[src/rtl/byte_lane_pkg.sv]
package byte_lane_pkg;
    localparam int unsigned BYTE_W = 8;
endpackage

[src/rtl/lane_mask_gen.sv]
module lane_mask_gen #(
    parameter int unsigned WORD_BYTES = 8,
    parameter int unsigned LEN_W      = 4,
    localparam int unsigned OFF_W     = $clog2(WORD_BYTES),
    localparam int unsigned MASK_W    = WORD_BYTES + (1 << LEN_W) - 1
) (
    input  logic [LEN_W-1:0]  len_i,
    input  logic [OFF_W-1:0]  off_i,
    output logic [MASK_W-1:0] mask_o,
    output logic              over_o
);
    logic [MASK_W-1:0] run_d;

    always_comb begin
        run_d = '0;
        for (int i = 0; i < MASK_W; i++) begin
            run_d[i] = (i < int'(len_i));
        end
        mask_o = run_d << off_i;
        over_o = |mask_o[MASK_W-1:WORD_BYTES];
    end

    // the run holds exactly len ones
    always_comb begin
        a_r1_run_count: assert ($countones(mask_o) == int'(len_i))
            else $error("R1 mask ones count mismatch");
    end
endmodule

[src/rtl/lane_bit_expand.sv]
module lane_bit_expand
    import byte_lane_pkg::*;
#(
    parameter int unsigned WORD_BYTES = 8,
    localparam int unsigned DATA_W    = WORD_BYTES * BYTE_W
) (
    input  logic [WORD_BYTES-1:0] lane_i,
    output logic [DATA_W-1:0]     bits_o
);
    for (genvar k = 0; k < WORD_BYTES; k++) begin : g_lane
        assign bits_o[k*BYTE_W +: BYTE_W] = {BYTE_W{lane_i[k]}};
    end

    // bit population tracks lane population
    always_comb begin
        a_r4_bit_pop: assert ($countones(bits_o) == BYTE_W * $countones(lane_i))
            else $error("R4 bit mask population mismatch");
    end
endmodule

[src/rtl/lane_shifter.sv]
module lane_shifter
    import byte_lane_pkg::*;
#(
    parameter int unsigned WORD_BYTES = 8,
    localparam int unsigned OFF_W     = $clog2(WORD_BYTES),
    localparam int unsigned DATA_W    = WORD_BYTES * BYTE_W
) (
    input  logic [OFF_W-1:0]  off_i,
    input  logic [DATA_W-1:0] rd_word_i,
    input  logic [DATA_W-1:0] bit_mask_i,
    input  logic [DATA_W-1:0] st_data_i,
    output logic [DATA_W-1:0] ld_data_o,
    output logic [DATA_W-1:0] wr_data_o
);
    localparam int unsigned SH_W = OFF_W + $clog2(BYTE_W);

    logic [SH_W-1:0]   shamt_d;
    logic [DATA_W-1:0] kept_d;

    always_comb begin
        shamt_d   = {off_i, {($clog2(BYTE_W)){1'b0}}};
        kept_d    = rd_word_i & bit_mask_i;
        ld_data_o = kept_d >> shamt_d;
        wr_data_o = st_data_i << shamt_d;
    end

    // lanes below the offset carry no store data
    always_comb begin
        a_r6_low_lanes_zero: assert ((off_i == '0) || (wr_data_o[0 +: BYTE_W] == '0))
            else $error("R6 lane 0 not cleared");
    end
endmodule

[src/rtl/byte_lane_aligner.sv]
module byte_lane_aligner
    import byte_lane_pkg::*;
#(
    parameter int unsigned WORD_BYTES = 8,
    parameter int unsigned LEN_W      = 4,
    parameter int unsigned ADDR_W     = 48,
    localparam int unsigned OFF_W     = $clog2(WORD_BYTES),
    localparam int unsigned DATA_W    = WORD_BYTES * BYTE_W,
    localparam int unsigned MASK_W    = WORD_BYTES + (1 << LEN_W) - 1
) (
    input  logic [LEN_W-1:0]        len_i,
    input  logic [ADDR_W-1:0]       addr_i,
    input  logic [DATA_W-1:0]       rd_word_i,
    input  logic [DATA_W-1:0]       st_data_i,
    output logic [MASK_W-1:0]       byte_en_o,
    output logic [DATA_W-1:0]       bit_mask_o,
    output logic                    misalign_o,
    output logic [WORD_BYTES-1:0]   wr_en_o,
    output logic [ADDR_W-OFF_W-1:0] word_addr_o,
    output logic [DATA_W-1:0]       ld_data_o,
    output logic [DATA_W-1:0]       wr_data_o
);
    logic [OFF_W-1:0] off_d;

    always_comb begin
        off_d       = addr_i[OFF_W-1:0];
        word_addr_o = addr_i[ADDR_W-1:OFF_W];
        wr_en_o     = byte_en_o[WORD_BYTES-1:0];
    end

    lane_mask_gen #(
        .WORD_BYTES(WORD_BYTES),
        .LEN_W     (LEN_W)
    ) u_mask (
        .len_i (len_i),
        .off_i (off_d),
        .mask_o(byte_en_o),
        .over_o(misalign_o)
    );

    lane_bit_expand #(
        .WORD_BYTES(WORD_BYTES)
    ) u_expand (
        .lane_i(wr_en_o),
        .bits_o(bit_mask_o)
    );

    lane_shifter #(
        .WORD_BYTES(WORD_BYTES)
    ) u_shift (
        .off_i     (off_d),
        .rd_word_i (rd_word_i),
        .bit_mask_i(bit_mask_o),
        .st_data_i (st_data_i),
        .ld_data_o (ld_data_o),
        .wr_data_o (wr_data_o)
    );

    always_comb begin
        a_r2_zero_len: assert ((len_i != '0) || ((byte_en_o == '0) && !misalign_o))
            else $error("R2 zero length produced lanes");
        a_r3_overrun: assert (misalign_o == ((int'(off_d) + int'(len_i)) > int'(WORD_BYTES)))
            else $error("R3 misalign flag mismatch");
        a_r7_enable_bound: assert ($countones(wr_en_o) <= int'(len_i))
            else $error("R7 too many write enables");
        a_r5_load_width: assert ((ld_data_o & ~(bit_mask_o >> {off_d, 3'b000})) == '0)
            else $error("R5 load data outside requested bytes");
    end
endmodule

[config.mk]
export PLATFORM = sky130hd
export DESIGN_NAME = byte_lane_aligner
export DESIGN_NICKNAME = d
export VERILOG_FILES = /design/src/rtl/byte_lane_pkg.sv /design/src/rtl/lane_mask_gen.sv /design/src/rtl/lane_bit_expand.sv /design/src/rtl/lane_shifter.sv /design/src/rtl/byte_lane_aligner.sv
export SDC_FILE = /design/constraint.sdc
export NUM_CORES = 1
export LEC_CHECK = 0
export BUFFER_PORTS_ARGS = -buffer_cell sky130_fd_sc_hd__buf_2
export CAP_MARGIN = 20
export CORE_AREA = 3 3 171 173
export DETAILED_ROUTE_END_ITERATION = 12
export DIE_AREA = 0 0 174 176
export GPL_TIMING_DRIVEN = 0
export PLACE_DENSITY_LB_ADDON = 0.1
export SLEW_MARGIN = 20
export SYNTH_ARGS = -nofsm -noshare
export SYNTH_HDL_FRONTEND = slang
export SYNTH_SLANG_ARGS = --single-unit
[constraint.sdc]
create_clock -name vclk -period 3.9
set_input_delay 0.78 -clock vclk [all_inputs]
set_output_delay 0.78 -clock vclk [all_outputs]
set_load 0.03 [all_outputs]
==> results.cfg <==
[outcome]
status = finished, final reports clean

[grt]
grt_pass1_wl_um = 53300
grt.total_usage_pct = 22.8
antenna_found_initial = 1
grt_pass1_vias = 7796
grt_max_degree = 20
gr-total-overflow = 0

[timing]
hold_viol = 0
fin_crit_ns = 3.81
relSlewSlack_pct = 36.7
drv_slew = 0
whs_ns = 1.81
timing.fmax_mhz = 262
fin_crit_sh_pct = 97.8
finalSetupViolCount = 0
rsz0062_at_grt = true
worst_slew_pin_slew_ns = 0.946

[yosys]
syn-mean-instance-area_um2 = 6.51
synth-xor-area-share_pct = 0
synth_cell_type_count = 55
syn_nets = 971
synth_top_family_by_area = compound AO/OA/AOI/OAI gates
yosysWarnings = 0
yosysMostFrequentCell = buf_4
ys_top_cells_by_count = 119 x buf_4, 78 x nor2_1, 77 x mux2i_1, 70 x a21oi_1, 59 x nand2_1
netlist_area_um2 = 5150
synth_top_area_share_pct = 17.3
syn_inst = 791
yosysTopAreaCell = buf_4
synth_compound_area_share_pct = 36.1
synth_mux_area_share_pct = 20.2
synthSimpleGateAreaFrac_pct = 19.4
synth_fa_ha_area_share_pct = 0.389
synth_area_leaders = buf_4 17%, mux2i_1 15%, a21oi_1 6.8%, nor2_1 5.7%, mux2_2 5.2%
ys_seq_area_share_pct = 0

[clock_tree]
cts_hold_buf = 0

[flow_run]
max-cap-violations = 0

[critical_path]
crit_arrival_ns = 3.03
path_max_fanout = 10
cp_num_buf_inv = 5
crit_path_frequent_cell = buf_2
cp_top_family = buffers and inverters
crit_path_end = ld_data_o[27]
endpoint_kind = output pin
critPathLaunch = addr_i[2]
crit_chain = buf_2 -> buf_2 -> buf_2 -> clkbuf_4 -> nor2_1 -> a21oi_1 -> nor3_1 -> a221o_1 -> buf_2
path_class = in2out
cpPeakStageDelay_ns = 0.74
critPathLaunchType = primary input
cp_slowest_cell = nor2_1
cp.required_ns = 3.12
crit_cells = 9

[pwr]
peakVddDrop_v = 0.0000518
comb_power_share_pct = 100.0
power_switching_mw = 1.02
power.share.sequential_pct = 0
p_per_area_nw_per_um2 = 193
switching_share_pct = 67.0
p_int_mw = 0.503
power_leakage_nw = 4.10
p_clk_share_pct = 0

[final_layout]
fin_area_um2 = 7870
layout.nets = 1375
design.seq.count = 0
num_antenna_cells = 0
drive_gt1_share_pct = 53.6
regArea_um2 = 0
area_growth_pct = 52.9
n_clock_buffer = 0

[drt]
wl_per_cell_um = 24.1
drc_errors = 0
vias = 7807
drtAntennaViolNets = 0
via_per_inst = 4.97
drt_wl_total_um = 37800
firstDrtPassIters = 7
first_iter_violations = 617

[hold_path]
hold_start = addr_i[4]
hp-class = in2out

[floorplanning]
fp.dieH_um = 176
core_um2 = 27800
pin_count = 449
rows = 61
die_w_um = 174
die_area_um2 = 30600
initial_utilization_pct = 18.5

[place]
gp_congestion = 0.869
dpl.hpwl_um = 29800
dpl_cell_area_um2 = 7660
portBuffers = 402
[cell usage in the layout, fill, tap and decap left out, drive strengths merged, types with 10 or more instances in the layout]
| master | n |
|---|---|
| nor3 | 11 |
| o21ai | 37 |
| nand3 | 21 |
| mux2 | 24 |
| a31oi | 15 |
| o22ai | 29 |
| mux2i | 77 |
| and2 | 16 |
| a32oi | 10 |
| and3 | 11 |
| nor2 | 78 |
| a21oi | 71 |
| a211oi | 18 |
| o211ai | 15 |
| a22oi | 28 |
| clkbuf | 40 |
| buf | 553 |
| nand2 | 59 |
| nor2b | 11 |
[metrics by stage]
stage                     util, %  setup WS (ns)  power (mW)  TNS (ns)  instances
after floorplan                 -          0.267       0.973         0        791
after global placement       27.5         -0.827        1.49    -65.88       1571
after detailed placement     27.6         -0.660        1.49    -58.38       1571
after CTS                    27.9       -0.00980        1.51  -0.00980       1570
after global routing         28.3        -0.0217        1.62   -0.0493       1571
final                        28.3         0.0868        1.52         0       1571
[cell families (layout without fill, tap and decap cells)]
group,Yosys count,count (layout)
AOI/OAI and AO/OA,274,274
muxes,101,101
buffers and inverters,195,597
adders and majority gates,2,2
other,1,1
and+or+nand+nor,218,218
[area by class of cell]
cell class,count,area (µm²)
Fill cell,3243,19900
Tap cell,378,473
Timing Repair Buffer,403,2030
Inverter,3,11.3
Buffer,191,1290
Multi-Input combinational cell,596,4070
[how the worst min path moves through the flow]
stage / slack, ns / cells after the start / end
finish: 1.81 / 2 / word_addr_o[1]
global route: 1.81 / 2 / word_addr_o[34]
CTS: 1.81 / 2 / word_addr_o[16]
detailed placement: 1.81 / 2 / word_addr_o[24]
global placement: 1.81 / 2 / word_addr_o[22]
floorplan: 1.69 / 1 / word_addr_o[0]
[repair_timing]
item,CTS,global route
setup endpoints to repair,168,123
buffers inserted,0,1
pin swaps,0,2
gates resized for setup,37,44
[routing by layer]
layer / up-vias / share of wire [%] / track usage, %
li1: 3618 / - / -
met1: 3674 / 42 / 29.2
met2: 457 / 48 / 40.0
met3: 56 / 8.1 / 4.13
met4: 2 / 2.2 / 4.59
met5: - / 0.029 / 0
[power groups by stage]
stage / clock network (mW) / logic, mW / registers [mW]
2_1_floorplan: 0 / 0.973 / 0
3_3_place_gp: 0 / 1.49 / 0
3_5_place_dp: 0 / 1.49 / 0
4_1_cts: 0 / 1.51 / 0
5_1_grt: 0 / 1.62 / 0
6_report: 0 / 1.52 / 0
Note: power is estimated with default switching activity, not from simulation.
